==> src/rtl/retstk_pkg.sv <==
package retstk_pkg;

  localparam int PC_W   = 14;
  localparam int NIB_W  = 4;
  localparam int NIBS   = 4;
  localparam int IDX_W  = $clog2(NIBS);
  localparam int WORD_W = NIB_W * NIBS;
  localparam int ACC_W  = WORD_W - NIB_W;
  localparam int ADDR_W = 10;

  typedef enum logic [1:0] {OP_NONE, OP_PUSH, OP_RET, OP_RETI} op_e;
  typedef enum logic [1:0] {S_IDLE, S_PUSH, S_POP} seq_e;

  // frame word: {pc[13:12], st, ca, pc[11:0]}
  function automatic logic [WORD_W-1:0] pack_frame(input logic [PC_W-1:0] pc,
                                                   input logic st, input logic ca);
    return {pc[PC_W-1 -: 2], st, ca, pc[PC_W-3:0]};
  endfunction

  function automatic logic [PC_W-1:0] unpack_pc(input logic [WORD_W-1:0] w);
    return {w[WORD_W-1 -: 2], w[PC_W-3:0]};
  endfunction

  function automatic logic unpack_st(input logic [WORD_W-1:0] w);
    return w[PC_W-1];
  endfunction

  function automatic logic unpack_ca(input logic [WORD_W-1:0] w);
    return w[PC_W-2];
  endfunction

  // nibble k counted from the most significant end
  function automatic logic [NIB_W-1:0] nib_of(input logic [WORD_W-1:0] w,
                                              input int unsigned k);
    return NIB_W'(w >> (NIB_W * (NIBS - 1 - k)));
  endfunction

  // stack grows downward from top; frame of level lvl, nibble k
  function automatic logic [ADDR_W-1:0] nib_addr(input logic [ADDR_W-1:0] top,
                                                input int unsigned lvl,
                                                input int unsigned k);
    return top - ADDR_W'(lvl * NIBS + k);
  endfunction

endpackage

==> src/rtl/retstk_arb.sv <==
module retstk_arb
  import retstk_pkg::*;
(
  input  logic busy,
  input  logic clr,
  input  logic call_i,
  input  logic intr_i,
  input  logic ret_i,
  input  logic reti_i,
  output op_e  op
);
  always_comb begin
    op = OP_NONE;
    if (!busy && !clr) begin
      if (intr_i || call_i) op = OP_PUSH;
      else if (reti_i)      op = OP_RETI;
      else if (ret_i)       op = OP_RET;
    end
  end
endmodule

==> src/rtl/retstk_seq.sv <==
module retstk_seq
  import retstk_pkg::*;
(
  input  logic             clk,
  input  logic             rst_n,
  input  logic             clr,
  input  op_e              op,
  output logic             busy,
  output logic             push_act,
  output logic             pop_act,
  output logic             reti_q,
  output logic [IDX_W-1:0] idx,
  output logic             last,
  output logic             push_fin,
  output logic             pop_fin
);
  seq_e state;

  assign busy     = (state != S_IDLE);
  assign push_act = (state == S_PUSH);
  assign pop_act  = (state == S_POP);
  assign last     = (idx == IDX_W'(NIBS - 1));
  assign push_fin = push_act && last && !clr;
  assign pop_fin  = pop_act && last && !clr;

  always_ff @(posedge clk or negedge rst_n) begin
    if (!rst_n) begin
      state  <= S_IDLE;
      idx    <= '0;
      reti_q <= 1'b0;
    end else if (clr) begin
      state <= S_IDLE;
      idx   <= '0;
    end else begin
      case (state)
        S_IDLE: begin
          idx <= '0;
          case (op)
            OP_PUSH: state <= S_PUSH;
            OP_RET:  begin state <= S_POP; reti_q <= 1'b0; end
            OP_RETI: begin state <= S_POP; reti_q <= 1'b1; end
            default: state <= S_IDLE;
          endcase
        end
        default: begin
          if (last) begin
            state <= S_IDLE;
            idx   <= '0;
          end else begin
            idx <= idx + IDX_W'(1);
          end
        end
      endcase
    end
  end
endmodule

==> src/rtl/retstk_ptr.sv <==
module retstk_ptr #(
  parameter int LVL_W = 4
) (
  input  logic             clk,
  input  logic             rst_n,
  input  logic             clr,
  input  logic             inc,
  input  logic             dec,
  output logic [LVL_W-1:0] level
);
  always_ff @(posedge clk or negedge rst_n) begin
    if (!rst_n)   level <= '0;
    else if (clr) level <= '0;
    else if (inc) level <= level + LVL_W'(1);
    else if (dec) level <= level - LVL_W'(1);
  end
endmodule

==> src/rtl/retstk_frame.sv <==
module retstk_frame
  import retstk_pkg::*;
(
  input  logic             clk,
  input  logic             rst_n,
  input  op_e              op,
  input  logic [PC_W-1:0]  pc_i,
  input  logic             st_i,
  input  logic             ca_i,
  input  logic [IDX_W-1:0] idx,
  input  logic             pop_act,
  input  logic             last,
  input  logic             pop_fin,
  input  logic             reti_q,
  input  logic [NIB_W-1:0] rdata,
  output logic [NIB_W-1:0] wdata,
  output logic [PC_W-1:0]  pc_o,
  output logic             st_o,
  output logic             ca_o,
  output logic             done_o
);
  logic [WORD_W-1:0] wr_word;
  logic [ACC_W-1:0]  acc;
  logic              keep_st, keep_ca;
  logic [WORD_W-1:0] rd_word;

  assign wdata   = nib_of(wr_word, 32'(idx));
  assign rd_word = {acc, rdata};

  always_ff @(posedge clk or negedge rst_n) begin
    if (!rst_n) begin
      wr_word <= '0;
      acc     <= '0;
      keep_st <= 1'b0;
      keep_ca <= 1'b0;
      pc_o    <= '0;
      st_o    <= 1'b0;
      ca_o    <= 1'b0;
      done_o  <= 1'b0;
    end else begin
      done_o <= pop_fin;
      if (op == OP_PUSH) wr_word <= pack_frame(pc_i, st_i, ca_i);
      if (op == OP_RET || op == OP_RETI) begin
        keep_st <= st_i;
        keep_ca <= ca_i;
      end
      if (pop_act && !last) acc <= {acc[ACC_W-NIB_W-1:0], rdata};
      if (pop_fin) begin
        pc_o <= unpack_pc(rd_word);
        st_o <= reti_q ? unpack_st(rd_word) : keep_st;
        ca_o <= reti_q ? unpack_ca(rd_word) : keep_ca;
      end
    end
  end
endmodule

==> src/rtl/retstk_ctrl.sv <==
module retstk_ctrl
  import retstk_pkg::*;
#(
  parameter logic [ADDR_W-1:0] STACK_TOP = 10'h3FF,
  parameter int                LEVELS    = 16
) (
  input  logic              clk,
  input  logic              rst_n,
  input  logic              ptr_clr_i,
  input  logic              call_i,
  input  logic              intr_i,
  input  logic              ret_i,
  input  logic              reti_i,
  input  logic [PC_W-1:0]   pc_i,
  input  logic              st_i,
  input  logic              ca_i,
  output logic [PC_W-1:0]   pc_o,
  output logic              st_o,
  output logic              ca_o,
  output logic              done_o,
  output logic              busy_o,
  output logic [ADDR_W-1:0] ram_addr_o,
  output logic              ram_we_o,
  output logic              ram_re_o,
  output logic [NIB_W-1:0]  ram_wdata_o,
  input  logic [NIB_W-1:0]  ram_rdata_i
);
  localparam int LVL_W = $clog2(LEVELS);

  op_e              op;
  logic             busy, push_act, pop_act, reti_q, last;
  logic             push_fin, pop_fin;
  logic [IDX_W-1:0] idx;
  logic [LVL_W-1:0] level, lvl_sel;
  logic             push_go;

  assign push_go = (op == OP_PUSH);

  retstk_arb u_arb (
    .busy(busy), .clr(ptr_clr_i), .call_i(call_i), .intr_i(intr_i),
    .ret_i(ret_i), .reti_i(reti_i), .op(op)
  );

  retstk_seq u_seq (
    .clk(clk), .rst_n(rst_n), .clr(ptr_clr_i), .op(op), .busy(busy),
    .push_act(push_act), .pop_act(pop_act), .reti_q(reti_q), .idx(idx),
    .last(last), .push_fin(push_fin), .pop_fin(pop_fin)
  );

  retstk_ptr #(.LVL_W(LVL_W)) u_ptr (
    .clk(clk), .rst_n(rst_n), .clr(ptr_clr_i), .inc(push_fin),
    .dec(pop_fin), .level(level)
  );

  retstk_frame u_frame (
    .clk(clk), .rst_n(rst_n), .op(op), .pc_i(pc_i), .st_i(st_i), .ca_i(ca_i),
    .idx(idx), .pop_act(pop_act), .last(last), .pop_fin(pop_fin),
    .reti_q(reti_q), .rdata(ram_rdata_i), .wdata(ram_wdata_o),
    .pc_o(pc_o), .st_o(st_o), .ca_o(ca_o), .done_o(done_o)
  );

  // push uses the current level, pop the one below it (modulo LEVELS)
  assign lvl_sel    = push_act ? level : level - LVL_W'(1);
  assign ram_addr_o = nib_addr(STACK_TOP, 32'(lvl_sel), 32'(idx));
  assign ram_we_o   = push_act && !ptr_clr_i;
  assign ram_re_o   = pop_act && !ptr_clr_i;
  assign busy_o     = busy;

endmodule

==> config.mk <==
export PLATFORM = sky130hd
export DESIGN_NAME = retstk_ctrl
export DESIGN_NICKNAME = d
export VERILOG_FILES = /design/src/rtl/retstk_pkg.sv /design/src/rtl/retstk_arb.sv /design/src/rtl/retstk_seq.sv /design/src/rtl/retstk_ptr.sv /design/src/rtl/retstk_frame.sv /design/src/rtl/retstk_ctrl.sv
export SDC_FILE = /design/constraint.sdc
export NUM_CORES = 1
export LEC_CHECK = 0
export ABC_AREA = 1
export BUFFER_PORTS_ARGS = -buffer_cell sky130_fd_sc_hd__buf_2
export CAP_MARGIN = 20
export CORE_MARGIN = 2
export CORE_UTILIZATION = 54
export DETAILED_ROUTE_END_ITERATION = 8
export PLACE_DENSITY = 0.8
export SKIP_CTS_REPAIR_TIMING = 1
export SLEW_MARGIN = 20
export SYNTH_ARGS = -nofsm -noshare
export SYNTH_HDL_FRONTEND = slang
export SYNTH_HIERARCHICAL = 1
export SYNTH_SLANG_ARGS = --single-unit
==> constraint.sdc <==
create_clock -name clk -period 2.62 [get_ports clk]
set_input_delay 0.131 -clock clk [delete_from_list [all_inputs] [get_ports clk]]
set_output_delay 0.131 -clock clk [all_outputs]
set_load 0.02 [all_outputs]
==> flow_summary_export.csv <==
group,metric,value,unit
pwr,total_power,2.08,mW
logic_synthesis,synth_area,0.00276,mm2
logic_synthesis,synth-xor-area-share,0.635,%
timing,max_slew_margin,45.8,%
cts,htree_levels,2,
placement,globalplace.congestion,0.888,
logic_synthesis,synth_compound_area_share,2.54,%
floorplan,dieArea,0.00570,mm2
detailed_routing,via_per_inst,4.76,
floorplan,rows,26,
logic_synthesis,synth_top_cell_by_area,"dfrtp_1",
detailed_routing,vias,2337,
timing,rsz0062_at_grt,"false",
logic_synthesis,syn_inst,360,
worst_setup_path,crit_type,"register to register",
placement,placedInstanceArea,0.00310,mm2
logic_synthesis,yosysSeqAreaShare,50.8,%
detailed_routing,route.met3.wl,240,um
final_layout,syn2layout_area_growth,15.8,%
worst_setup_path,startpoint_type,"register",
global_routing,first_global_vias,2106,
worst_setup_path,worst_ep_required_time,2.83,ns
pwr,powerDensity,651,mW/mm2
floorplan,die_h,75.5,um
worst_setup_path,crit_path_frequent_cell,"nand2_1",
floorplan,core_area,0.00501,mm2
timing,timing.final.crit_period,2.13,ns
final_layout,antenna_cells,0,
global_routing,grt_util_all_layers,21.1,%
final_layout,fillers,474,
logic_synthesis,ys_ff_latch,56,
timing,drv_slew,0,
final_layout,fin_util,63.8,%
final_layout,fin_area,0.00319,mm2
worst_setup_path,regToRegSetupSlack,0.49,ns
cts,clk_pin_slew,0.10,ns
timing,setup_viol,0,
global_routing,overflow,0,
detailed_routing,top_layer,"met4",
detailed_routing,met1_length,2540,um
run_status,outcome,"complete, no violations",
timing,fin_hold_ws,0.0317,ns
placement,port_buffers,56,
detailed_routing,wirelength,5470,um
logic_synthesis,synth-simple-area-share,32.4,%
worst_setup_path,end_kind,"register",
min_path,min_path_type,"primary input to register",
detailed_routing,met2WireLength,2620,um
pwr,vdd_ir_drop_max,454,uV
min_path,hold_path_end,"u_frame/pc_o[3]",
worst_setup_path,cpPeakStageDelay,0.45,ns
timing,hold_viol,0,
cts,cts_tree,"built",
detailed_routing,wl_per_cell,11.1,um
cts,numCtsBuffers,5,
detailed_routing,drtAntennaViolNets,0,
worst_setup_path,ff2ff_path_depth,10,
run,drv_cap,0,
min_path,holdCritStartpoint,"ram_rdata_i[3]",
logic_synthesis,synth-async-reset-ratio,100,%
logic_synthesis,netlist-cell-type-count,25,
worst_setup_path,crit_path_cell_trace,"ha_1 -> nand2_1 -> nor3_1 -> inv_2 -> ha_1 -> or2_1 -> nand2_1 -> nand2_1 -> nand3_1 -> nand2_1",
pwr,p_leak,1.89,nW
timing,clock_skew,0.00913,ns
floorplan,boundaryPins,61,
floorplan,initial_core_util,55.1,%
detailed_routing,drt_pass1_iterations,4,
cts,root_buffer,"clkbuf_8",
detailed_routing,drc,0,
worst_setup_path,crit_fanout,7,
worst_setup_path,arrival,2.34,ns
detailed_routing,drt-initial-drc-count,109,
logic_synthesis,synth_top_family_by_area,"simple AND/OR/NAND/NOR gates",
final_layout,drive_above_1_share,20.2,%
worst_setup_path,r2r_end,"u_ptr/level[3]",
timing,tightestPinTransition,0.813,ns
global_routing,antenna_found_initial,0,
timing,fin_tns_setup,0,ns
cts,clock_latency,0.31,ns
logic_synthesis,synth.area.top_cells,"dfrtp_1 (51%), nand2_1 (20%), nand3_1 (7.6%)",
placement,dp_hpwl,3970,um
floorplan,die_w,75.5,um
logic_synthesis,syn_area_per_cell,7.66,um2
timing,max_freq,0.468,GHz
logic_synthesis,muxShareOfSynthArea,0,%
final_layout,finalNetCount,452,
logic_synthesis,yosysTopAreaCellShare,50.8,%
global_routing,grt_max_degree,38,
worst_setup_path,crit_slowest_cell,"dfrtp_1",
cts,clk_path_buf_depth,2,
logic_synthesis,synth_warnings,6,
min_path,holdPathStages,3,
logic_synthesis,yosys_most_used_dff,"dfrtp_1",
logic_synthesis,synthAdderAreaFrac,2.54,%
logic_synthesis,synth_edf_count,0,
cts,cts_num_sinks,56,
timing,fin_crit_sh,81.5,%
global_routing,grt_pass1_wl,9180,um
worst_setup_path,timing.rr.start,"u_seq/idx[1]",
## metrics by stage
step                cells  setup slack (ns)
floorplan             363             0.694
global placement      482             0.565
detailed placement    482             0.499
CTS                   490             0.468
global route          491             0.227
finish                491             0.485
## synthesized netlist by cell type, types with 4 or more instances
library cell,instances
nor2_1,13
ha_1,4
nand3_1,42
nor2_2,4
dfrtp_1,56
buf_4,6
inv_1,50
nand2_1,147
o21ai_0,8
inv_2,6
buf_2,5
## cells by family after synthesis
family / count (synthesis)
simple gates: 214
buf+inv: 69
flops: 56
compound gates: 13
fa+ha+maj: 5
xor+xnor: 2
other cells: 1
## cell type report
class	count	area (um2)	area share, %
clock inverter	2	16.3	0.509
inverter	56	210	6.58
multi-input combinational	238	1070	33.5
timing repair buffer	63	335	10.5
tap	70	87.6	2.74
sequential	56	1400	43.9
clock buffer	6	72.6	2.27
## cell usage in the layout, fill, tap and decap left out, drive strengths merged
master / netlist / layout
clkinvlp: 0 / 1
a21oi: 1 / 1
or2: 1 / 1
clkinv: 0 / 1
dlygate4sd3: 0 / 1
nand3b: 1 / 1
nand2: 150 / 150
xor2: 2 / 2
dfrtp: 56 / 56
inv: 56 / 56
conb: 1 / 4
nor2: 17 / 17
o22ai: 1 / 1
ha: 4 / 4
buf: 13 / 62
nor3: 2 / 2
nand3: 43 / 43
o21ai: 11 / 11
clkbuf: 0 / 6
fa: 1 / 1
## power by group
group | switching (mW) | internal, mW
logic | 0.306 | 0.186
clock network | 0.281 | 0.191
registers | 0.104 | 1.01
## worst max-delay path by stage
| stage | start | to | slack [ns] | depth (start not counted) |
|---|---|---|---|---|
| after floorplan | u_seq/idx[1] | u_ptr/level[3] | 0.69 | 10 |
| after global routing | u_seq/idx[1] | u_ptr/level[3] | 0.23 | 10 |
| after global placement | u_seq/idx[1] | u_ptr/level[3] | 0.57 | 10 |
| final | u_seq/idx[1] | u_ptr/level[3] | 0.49 | 10 |
| after detailed placement | u_seq/idx[1] | u_ptr/level[3] | 0.50 | 10 |
| after CTS | u_seq/idx[1] | u_ptr/level[3] | 0.47 | 10 |
## metal layers
layer	vias to the layer above	global-route usage (%)
li1	1200	-
met3	6	5.16
met4	0	5.85
met5	-	0
met1	1089	26.4
met2	42	36.8
## flip-flops by register name (all words and copies together), names as in the netlist, 2 cells and up
| signal | flops |
|---|---|
| u_frame/acc | 12 |
| u_frame/pc_o | 14 |
| u_frame/wr_word | 16 |
| u_ptr/level | 4 |
| u_seq/idx | 2 |
| u_seq/state | 2 |
## worst max-delay path, delay by kind of cell, from the launching register on
| kind | cells | cell delay (ns) |
|---|---|---|
| adders and majority gates | 2 | 0.57 |
| buffers and inverters | 1 | 0.12 |
| DFF | 1 | 0.45 |
| and+or+nand+nor | 7 | 0.90 |
Power figures use the tool's default switching activity.
